===== config.mk =====
export PLATFORM = sky130hd
export DESIGN_NAME = vid_swshadow
export DESIGN_NICKNAME = d
export VERILOG_FILES = /design/src/rtl/vss_pkg.sv /design/src/rtl/vss_decode.sv /design/src/rtl/vss_flag_cell.sv /design/src/rtl/vss_color_reg.sv /design/src/rtl/vid_swshadow.sv
export SDC_FILE = /design/constraint.sdc
export NUM_CORES = 1
export LEC_CHECK = 0
export ABC_AREA = 1
export CAP_MARGIN = 10
export CORE_ASPECT_RATIO = 0.75
export CORE_UTILIZATION = 37
export DETAILED_ROUTE_END_ITERATION = 10
export PLACE_DENSITY = 0.82
export SETUP_SLACK_MARGIN = 0.5
export SYNTH_ARGS = -nofsm -noshare
export SYNTH_HDL_FRONTEND = slang
export SYNTH_HIERARCHICAL = 1
export SYNTH_SLANG_ARGS = --single-unit

===== constraint.sdc =====
create_clock -name clk -period 1.2 [get_ports clk]
set_input_delay 0.12 -clock clk [delete_from_list [all_inputs] [get_ports clk]]
set_output_delay 0.12 -clock clk [all_outputs]
set_load 0.05 [all_outputs]

===== src/rtl/vss_pkg.sv =====
package vss_pkg;

   localparam int VSS_NPAIR = 4;
   localparam int VSS_SEL_W = 7;

   // Selector offsets within the I/O window
   localparam logic [VSS_SEL_W-1:0] OFS_PAIR_BASE = 7'h50;
   localparam logic [VSS_SEL_W-1:0] OFS_COL80_OFF = 7'h0C;
   localparam logic [VSS_SEL_W-1:0] OFS_COL80_ON  = 7'h0D;
   localparam logic [VSS_SEL_W-1:0] OFS_DBL_ON    = 7'h5E;
   localparam logic [VSS_SEL_W-1:0] OFS_DBL_OFF   = 7'h5F;
   localparam logic [VSS_SEL_W-1:0] OFS_TBCOL     = 7'h22;
   localparam logic [VSS_SEL_W-1:0] OFS_BORDER    = 7'h34;

   // Index of each basic flag inside the paired bank
   typedef enum int {
      FLG_TEXT  = 0,
      FLG_MIXED = 1,
      FLG_PAGE2 = 2,
      FLG_HIRES = 3
   } vss_flag_e;

   typedef struct packed {
      logic [VSS_NPAIR-1:0] pair_clr;
      logic [VSS_NPAIR-1:0] pair_set;
      logic                 col80_clr;
      logic                 col80_set;
      logic                 dbl_clr;
      logic                 dbl_set;
      logic                 tb_ld;
      logic                 bd_ld;
   } vss_strobe_t;

endpackage


===== src/rtl/vss_decode.sv =====
module vss_decode
   import vss_pkg::*;
#(
   parameter int                ADDR_W  = 16,
   parameter logic [ADDR_W-1:0] IO_BASE = 16'hC000,
   parameter logic [ADDR_W-1:0] IO_MASK = 16'hFF80
) (
   input  logic              valid,
   input  logic [ADDR_W-1:0] addr,
   input  logic              rd,
   input  logic              ena_a,
   input  logic              ena_b,
   output vss_strobe_t       stb
);

   logic                 in_win;
   logic [VSS_SEL_W-1:0] sel;
   logic                 wr;

   assign in_win = valid && ((addr & IO_MASK) == IO_BASE);
   assign sel    = addr[VSS_SEL_W-1:0];
   assign wr     = !rd;

   // Paired basic switches: even offset clears, odd offset sets
   for (genvar i = 0; i < VSS_NPAIR; i++) begin : g_pair
      localparam logic [VSS_SEL_W-1:0] CLR_OFS = OFS_PAIR_BASE + VSS_SEL_W'(2*i);
      localparam logic [VSS_SEL_W-1:0] SET_OFS = OFS_PAIR_BASE + VSS_SEL_W'(2*i + 1);
      assign stb.pair_clr[i] = in_win && (sel == CLR_OFS);
      assign stb.pair_set[i] = in_win && (sel == SET_OFS);
   end

   // Extended flags, gated by capability enable A
   assign stb.col80_clr = in_win && ena_a && (sel == OFS_COL80_OFF);
   assign stb.col80_set = in_win && ena_a && (sel == OFS_COL80_ON);
   assign stb.dbl_set   = in_win && ena_a && (sel == OFS_DBL_ON);
   assign stb.dbl_clr   = in_win && ena_a && (sel == OFS_DBL_OFF);

   // Colour registers: write cycles only, gated by capability enable B
   assign stb.tb_ld = in_win && wr && ena_b && (sel == OFS_TBCOL);
   assign stb.bd_ld = in_win && wr && ena_b && (sel == OFS_BORDER);

endmodule


===== src/rtl/vss_flag_cell.sv =====
module vss_flag_cell (
   input  logic clk,
   input  logic rst_n,
   input  logic set_i,
   input  logic clr_i,
   output logic q
);

   always_ff @(posedge clk) begin
      if (!rst_n) begin
         q <= 1'b0;
      end else if (set_i) begin
         q <= 1'b1;
      end else if (clr_i) begin
         q <= 1'b0;
      end
   end

endmodule


===== src/rtl/vss_color_reg.sv =====
module vss_color_reg #(
   parameter int W = 8
) (
   input  logic         clk,
   input  logic         rst_n,
   input  logic         ld,
   input  logic [W-1:0] d,
   output logic [W-1:0] q
);

   always_ff @(posedge clk) begin
      if (!rst_n) begin
         q <= '0;
      end else if (ld) begin
         q <= d;
      end
   end

endmodule


===== src/rtl/vid_swshadow.sv =====
module vid_swshadow
   import vss_pkg::*;
#(
   parameter int                ADDR_W        = 16,
   parameter int                DATA_W        = 8,
   parameter int                TB_W          = 8,
   parameter int                BD_W          = 4,
   parameter logic [ADDR_W-1:0] IO_BASE       = 16'hC000,
   parameter logic [ADDR_W-1:0] IO_MASK       = 16'hFF80,
   parameter bit                HAS_EXT_COLOR = 1'b1
) (
   input  logic              clk,
   input  logic              rst_n,
   input  logic              bus_valid,
   input  logic [ADDR_W-1:0] bus_addr,
   input  logic [DATA_W-1:0] bus_data,
   input  logic              bus_rd,
   input  logic              ena_ext_a,
   input  logic              ena_ext_b,
   output logic              text_mode,
   output logic              mixed_mode,
   output logic              page2,
   output logic              hires,
   output logic              col80,
   output logic              dbl_gfx,
   output logic [TB_W-1:0]   tb_color,
   output logic [BD_W-1:0]   border_color
);

   localparam int NFLAG = VSS_NPAIR;

   // Elaboration-time parameter checks
   if (ADDR_W < VSS_SEL_W + 1) begin : g_chk_addr
      $error("vid_swshadow: ADDR_W too small for the selector");
   end
   if (TB_W > DATA_W || BD_W > DATA_W) begin : g_chk_col
      $error("vid_swshadow: colour width exceeds data width");
   end
   if ((IO_BASE & ~IO_MASK) != '0) begin : g_chk_base
      $error("vid_swshadow: IO_BASE has bits outside IO_MASK");
   end

   vss_strobe_t        stb;
   logic [NFLAG-1:0]   pair_q;

   vss_decode #(
      .ADDR_W  (ADDR_W),
      .IO_BASE (IO_BASE),
      .IO_MASK (IO_MASK)
   ) u_decode (
      .valid (bus_valid),
      .addr  (bus_addr),
      .rd    (bus_rd),
      .ena_a (ena_ext_a),
      .ena_b (ena_ext_b),
      .stb   (stb)
   );

   for (genvar i = 0; i < NFLAG; i++) begin : g_flag
      vss_flag_cell u_cell (
         .clk   (clk),
         .rst_n (rst_n),
         .set_i (stb.pair_set[i]),
         .clr_i (stb.pair_clr[i]),
         .q     (pair_q[i])
      );
   end

   assign text_mode  = pair_q[FLG_TEXT];
   assign mixed_mode = pair_q[FLG_MIXED];
   assign page2      = pair_q[FLG_PAGE2];
   assign hires      = pair_q[FLG_HIRES];

   vss_flag_cell u_col80 (
      .clk   (clk),
      .rst_n (rst_n),
      .set_i (stb.col80_set),
      .clr_i (stb.col80_clr),
      .q     (col80)
   );

   vss_flag_cell u_dbl (
      .clk   (clk),
      .rst_n (rst_n),
      .set_i (stb.dbl_set),
      .clr_i (stb.dbl_clr),
      .q     (dbl_gfx)
   );

   if (HAS_EXT_COLOR) begin : g_color
      vss_color_reg #(.W(TB_W)) u_tb (
         .clk   (clk),
         .rst_n (rst_n),
         .ld    (stb.tb_ld),
         .d     (bus_data[TB_W-1:0]),
         .q     (tb_color)
      );
      vss_color_reg #(.W(BD_W)) u_bd (
         .clk   (clk),
         .rst_n (rst_n),
         .ld    (stb.bd_ld),
         .d     (bus_data[BD_W-1:0]),
         .q     (border_color)
      );
   end else begin : g_no_color
      assign tb_color     = '0;
      assign border_color = '0;
   end

endmodule


=== Yosys cells after proc, flatten, opt, wreduce, memory -nomap -nowiden ===
Index checks and enable logic that the tools add are counted.

* Output and inout port bits: 18
* Bits in registers: 18

* Eq/ne operators: 15
* Reduce and logical (&&, ||, !) cells: 25
* Multiplexer cells: 12

{| class="wikitable"
|+ Operators by type and width
! operator !! number
|-
| == test 7 bit, second input constant || 10
|-
| logical AND 1 bit || 18
|-
| == test 7 x 4 -> 1 bit, second input constant || 2
|-
| == test 7 x 6 -> 1 bit, second input constant || 2
|-
| two-way mux 1 bit || 12
|-
| nonzero test 2 bit || 6
|-
| == test 9 bit, second input constant || 1
|-
| logical NOT 1 bit || 1
|}

=== Depth between registers and ports, before layout ===
* Word-level depth: 6
* Depth in mapped cells: 11
* Gate-level depth less buffers: 9

=== Hierarchy ===
The synthesis kept the hierarchy.

{| class="wikitable"
|+ By module, submodules not included
! module !! times used !! area an instance (um2) !! cells each
|-
| vss_color_reg at g_color.u_tb || 1 || 356.6 || 51
|-
| vss_flag_cell || 6 || 43.8 || 6
|-
| vss_decode || 1 || 261.5 || 59
|-
| vss_color_reg at g_color.u_bd || 1 || 166.4 || 25
|}

=== Worst setup path after synthesis ===
No wires, ideal clock.

* Path type: in2reg
* Start point: input port bus_addr[10]
* End point: register g_color.u_tb.q[4]
* Stages on the path: 10
* Arrival time: 1.003 ns
* Buffers on the path: 2
* Data required time: 1.085 ns
* Path slack: 0.082 ns
* Cells stage by stage: nor2_1 nand3_2 nor2_4 inv_1 nor2_1 buf_6 buf_8 nand2_2 nand2_1 nor2_1

{| class="wikitable"
|+ RTL lines
! item !! line !! text
|-
| start, declared || vid_swshadow.sv:15 || <nowiki>input logic [ADDR_W-1:0] bus_addr,</nowiki>
|-
| end signal, assigned || vss_color_reg.sv:13 || <nowiki>q <= '0;</nowiki>
|-
| end signal, assigned || vss_color_reg.sv:15 || <nowiki>q <= d;</nowiki>
|-
| end, declared || vss_color_reg.sv:8 || <nowiki>output logic [W-1:0] q</nowiki>
|}

==> impl_metrics.csv <==
group,metric,value,unit
power_and_ir_drop,power_density,595.2,nW/um^2
logic_synthesis,synth-seq-area-share,34.41,%
routing,dr.pass1.iters,4,
worst_setup_path,setup.worst_path.end_class,"register",
global_route,grt_pass1_vias,1270,
logic_synthesis,postSynthAreaPerCell,6.124,um^2
routing,num_vias,1367,
final_layout,fin_nets,275,
worst_setup_path,cp_max_fo,8,
logic_synthesis,synth_cells,171,
global_route,grt_max_degree,19,
power_and_ir_drop,clkPwrFrac,32.5,%
worst_setup_path,path_class,"input port to register",
worst_setup_path,crit_arrival,1.17,ns
floorplan,initial_utilization,39.63,%
worst_setup_path,r2r_end,"g_color.u_tb/q[5]$_SDFFE_PN0P_",
sta,finalSetupViolCount,0,
power_and_ir_drop,p_switching,0.3318,mW
worst_setup_path,crit_end,"g_color.u_tb/q[0]$_SDFFE_PN0P_",
sta,max_freq,978.7,MHz
sta,fin_crit_sh,85.15,%
clocking,path_clk_slew,0.07,ns
sta,tightestPinTransition,0.2526,ns
logic_synthesis,synth_nets,201,
place,hpwl,2210,um
power_and_ir_drop,total_leakage_power,0.9678,nW
sta,finalHoldWorstSlack,0.2917,ns
worst_setup_path,r2r_cells,3,
sta,finalHoldViolCount,0,
worst_setup_path,startpoint,"ena_ext_b",
clocking,htree_levels,1,
final_layout,syn_to_final_growth,107.3,%
routing,drt-vias-per-instance,4.900,
sta,period_needed,1.022,ns
place,globalplace.congestion,0.8193,
sta,skew,0,ns
worst_setup_path,path_buf_inv,2,
floorplan,die_w,63.43,um
worst_setup_path,startpoint_type,"input port",
final_layout,antenna_cells,0,
floorplan,die_y,48.08,um
power_and_ir_drop,pwr-share-seq,46.0,%
worst_setup_path,cp_data_required_time,1.35,ns
routing,ant_nets,0,
logic_synthesis,yosysUniqueCellTypes,12,
clocking,cts_buffer_depth,2,
routing,routedWlPerCell,15.37,um
place,numPortBuffers,47,
global_route,grt.total_usage,24.84,%
flow_run,cap_violations,0,
worst_setup_path,crit_family,"simple AND/OR/NAND/NOR gates",
worst_setup_path,slowest_delay,0.21,ns
min_path,hold_depth,5,
floorplan,dieArea,3049,um^2
global_route,antenna_found_initial,0,
sta,rsz0062_at_grt,"yes",
sta,slew-limit-headroom,83.10,%
routing,wirelength,4289,um
clocking,cts_hold_buf,0,
power_and_ir_drop,total_power,1.292,mW
logic_synthesis,ys_ff_latch,18,
final_layout,postLayoutCoreUtil,82.15,%
routing,drc,0,
clocking,cts_root_buf,"clkbuf_8",
floorplan,ios,48,
power_and_ir_drop,vdd_ir_drop_max,0.6077,mV
power_and_ir_drop,p_sw_share,25.68,%
final_layout,drive_gt1_share,60.49,%
worst_setup_path,r2r_slack,0.43,ns
worst_setup_path,r2r_start,"g_color.u_tb/q[5]$_SDFFE_PN0P_",
place,dpl-instance-area,1854,um^2
power_and_ir_drop,pwr-share-comb,21.5,%
worst_setup_path,cp_slowest_cell,"clkdlybuf4s15_1",
final_layout,fillers,139,
clocking,numCtsBuffers,3,
floorplan,rows,16,
clocking,cts_tree,"done",
logic_synthesis,syn_area,1047,um^2
worst_setup_path,cp_cell_sequence,"clkdlybuf4s15_1 > nand2_2 > nor2_1 > nand2_1 > nor2_4 > buf_6 > nand2_2 > nand2_2 > nor2_4",
clocking,cts_sinks,18,
global_route,grt_overflow,0,
global_route,grt_pass1_wl,5644,um
worst_setup_path,cp.depth,9,
routing,drtIter0Drc,67,
clocking,clock_latency,0.25,ns
min_path,hp-class,"input port to register",
logic_synthesis,synth_warnings,6,
final_layout,final_design_area_no_fill,2171,um^2
sta,slew_violations,0,
floorplan,coreArea,2643,um^2
run_status,outcome,"completed",
power_and_ir_drop,internal_power,0.9603,mW
worst_setup_path,cp_common_cell,"nand2_2",
==> cell families (layout without fill, tap and decap cells) <==
family | count (synthesis) | in the layout | synth area share [%]
compound gates | 6 | 6 | 5.018
flops | 18 | 18 | 34.41
simple gates | 101 | 101 | 40.50
buf+inv | 46 | 118 | 20.07
==> cell type report <==
type,instances,area [um^2],area share (%)
Sequential cell,18,385.4,17.75
Inverter,42,160.2,7.378
Timing Repair Buffer,73,859.6,39.60
Multi-Input combinational cell,107,679.4,31.30
Tap cell,36,45.04,2.075
Clock buffer,3,41.29,1.902
==> routing by layer <==
layer / GRT usage, % / up-vias / share of wire, %
met5: 0 / - / 0
met2: 48.51 / 68 / 51
li1: - / 632 / -
met3: 7.619 / 18 / 5.9
met1: 25.21 / 649 / 39
met4: 13.18 / 0 / 4.5
==> worst register-to-register path: stages (launching register included) <==
cell and delay (ns):
dfxtp_2 0.34, buf_4 0.14, nor2_1 0.12, nor2_1 0.07
==> how the worst min path moves through the flow <==
stage	start	to	slack [ns]
floorplan	rst_n	g_color.u_bd/q[2]$_SDFFE_PN0P_	0.23
global placement	u_dbl/q$_SDFFE_PN0P_	u_dbl/q$_SDFFE_PN0P_	0.47
detailed placement	g_flag[2].u_cell/q$_SDFFE_PN0P_	g_flag[2].u_cell/q$_SDFFE_PN0P_	0.48
CTS	bus_addr[2]	u_dbl/q$_SDFFE_PN0P_	0.27
global route	bus_addr[2]	u_dbl/q$_SDFFE_PN0P_	0.29
finish	bus_addr[2]	u_dbl/q$_SDFFE_PN0P_	0.29
==> power by group through the flow <==
| stage | sequential [mW] | clock (mW) | combinational [mW] |
|---|---|---|---|
| after floorplan | 0.610 | 0 | 0.0654 |
| after global placement | 0.610 | 0 | 0.208 |
| after detailed placement | 0.610 | 0 | 0.214 |
| after CTS | 0.597 | 0.417 | 0.233 |
| after global routing | 0.594 | 0.465 | 0.290 |
| final | 0.595 | 0.420 | 0.277 |
==> repair_timing <==
| action | in CTS | in global routing |
|---|---|---|
| setup endpoints to repair | 36 | 36 |
| gates resized for setup | 101 | 48 |
| setup buffers | 9 | 3 |
| cloned | 1 | 0 |
| pin swaps | 46 | 27 |
==> cell usage after synthesis <==
cell     count  share of area [%]
a21oi_2      6                5.0
buf_6        2                2.2
buf_8        2                2.9
dfxtp_1     18                 34
inv_1       42                 15
nand2_1     35                 13
nand2_2      6                3.6
nand3_1      4                1.9
nand3_2      2                1.9
nor2_1      49                 18
nor2_4       1                1.1
nor3_1       4                1.9
==> state kept, by name, indices dropped and copies added (netlist names) <==
| name | flops |
|---|---|
| g_flag.u_cell/q | 4 |
| u_col80/q | 1 |
| g_color.u_tb/q | 8 |
| u_dbl/q | 1 |
| g_color.u_bd/q | 4 |
==> metrics by stage <==
step                      std cells  setup TNS (ns)  setup WS, ns
after CTS                       276               0        0.2785
after global routing            279               0        0.1810
after floorplan                 171               0        0.1033
after global placement          263          -5.471       -0.3418
final                           279               0        0.1782
after detailed placement        263          -6.148       -0.3917
==> cells in the final DEF (no fill, tap or decap) <==
master	netlist	layout
a21oi_2	6	6
buf_12	0	19
buf_2	0	5
buf_4	0	18
buf_6	2	15
buf_8	2	1
clkbuf_2	0	3
clkbuf_8	0	3
clkdlybuf4s15_1	0	1
clkdlybuf4s15_2	0	1
clkdlybuf4s50_1	0	9
dfxtp_2	0	17
dfxtp_4	0	1
dlygate4sd2_1	0	1
inv_1	42	31
inv_2	0	10
inv_4	0	1
nand2_1	35	20
nand2_2	6	17
nand2_4	0	4
nand3_1	4	2
nand3_2	2	3
nand3_4	0	1
nor2_1	49	31
nor2_2	0	7
nor2_4	1	12
nor3_1	4	1
nor3_2	0	1
nor3_4	0	2
(Power assumes the default switching activity.)
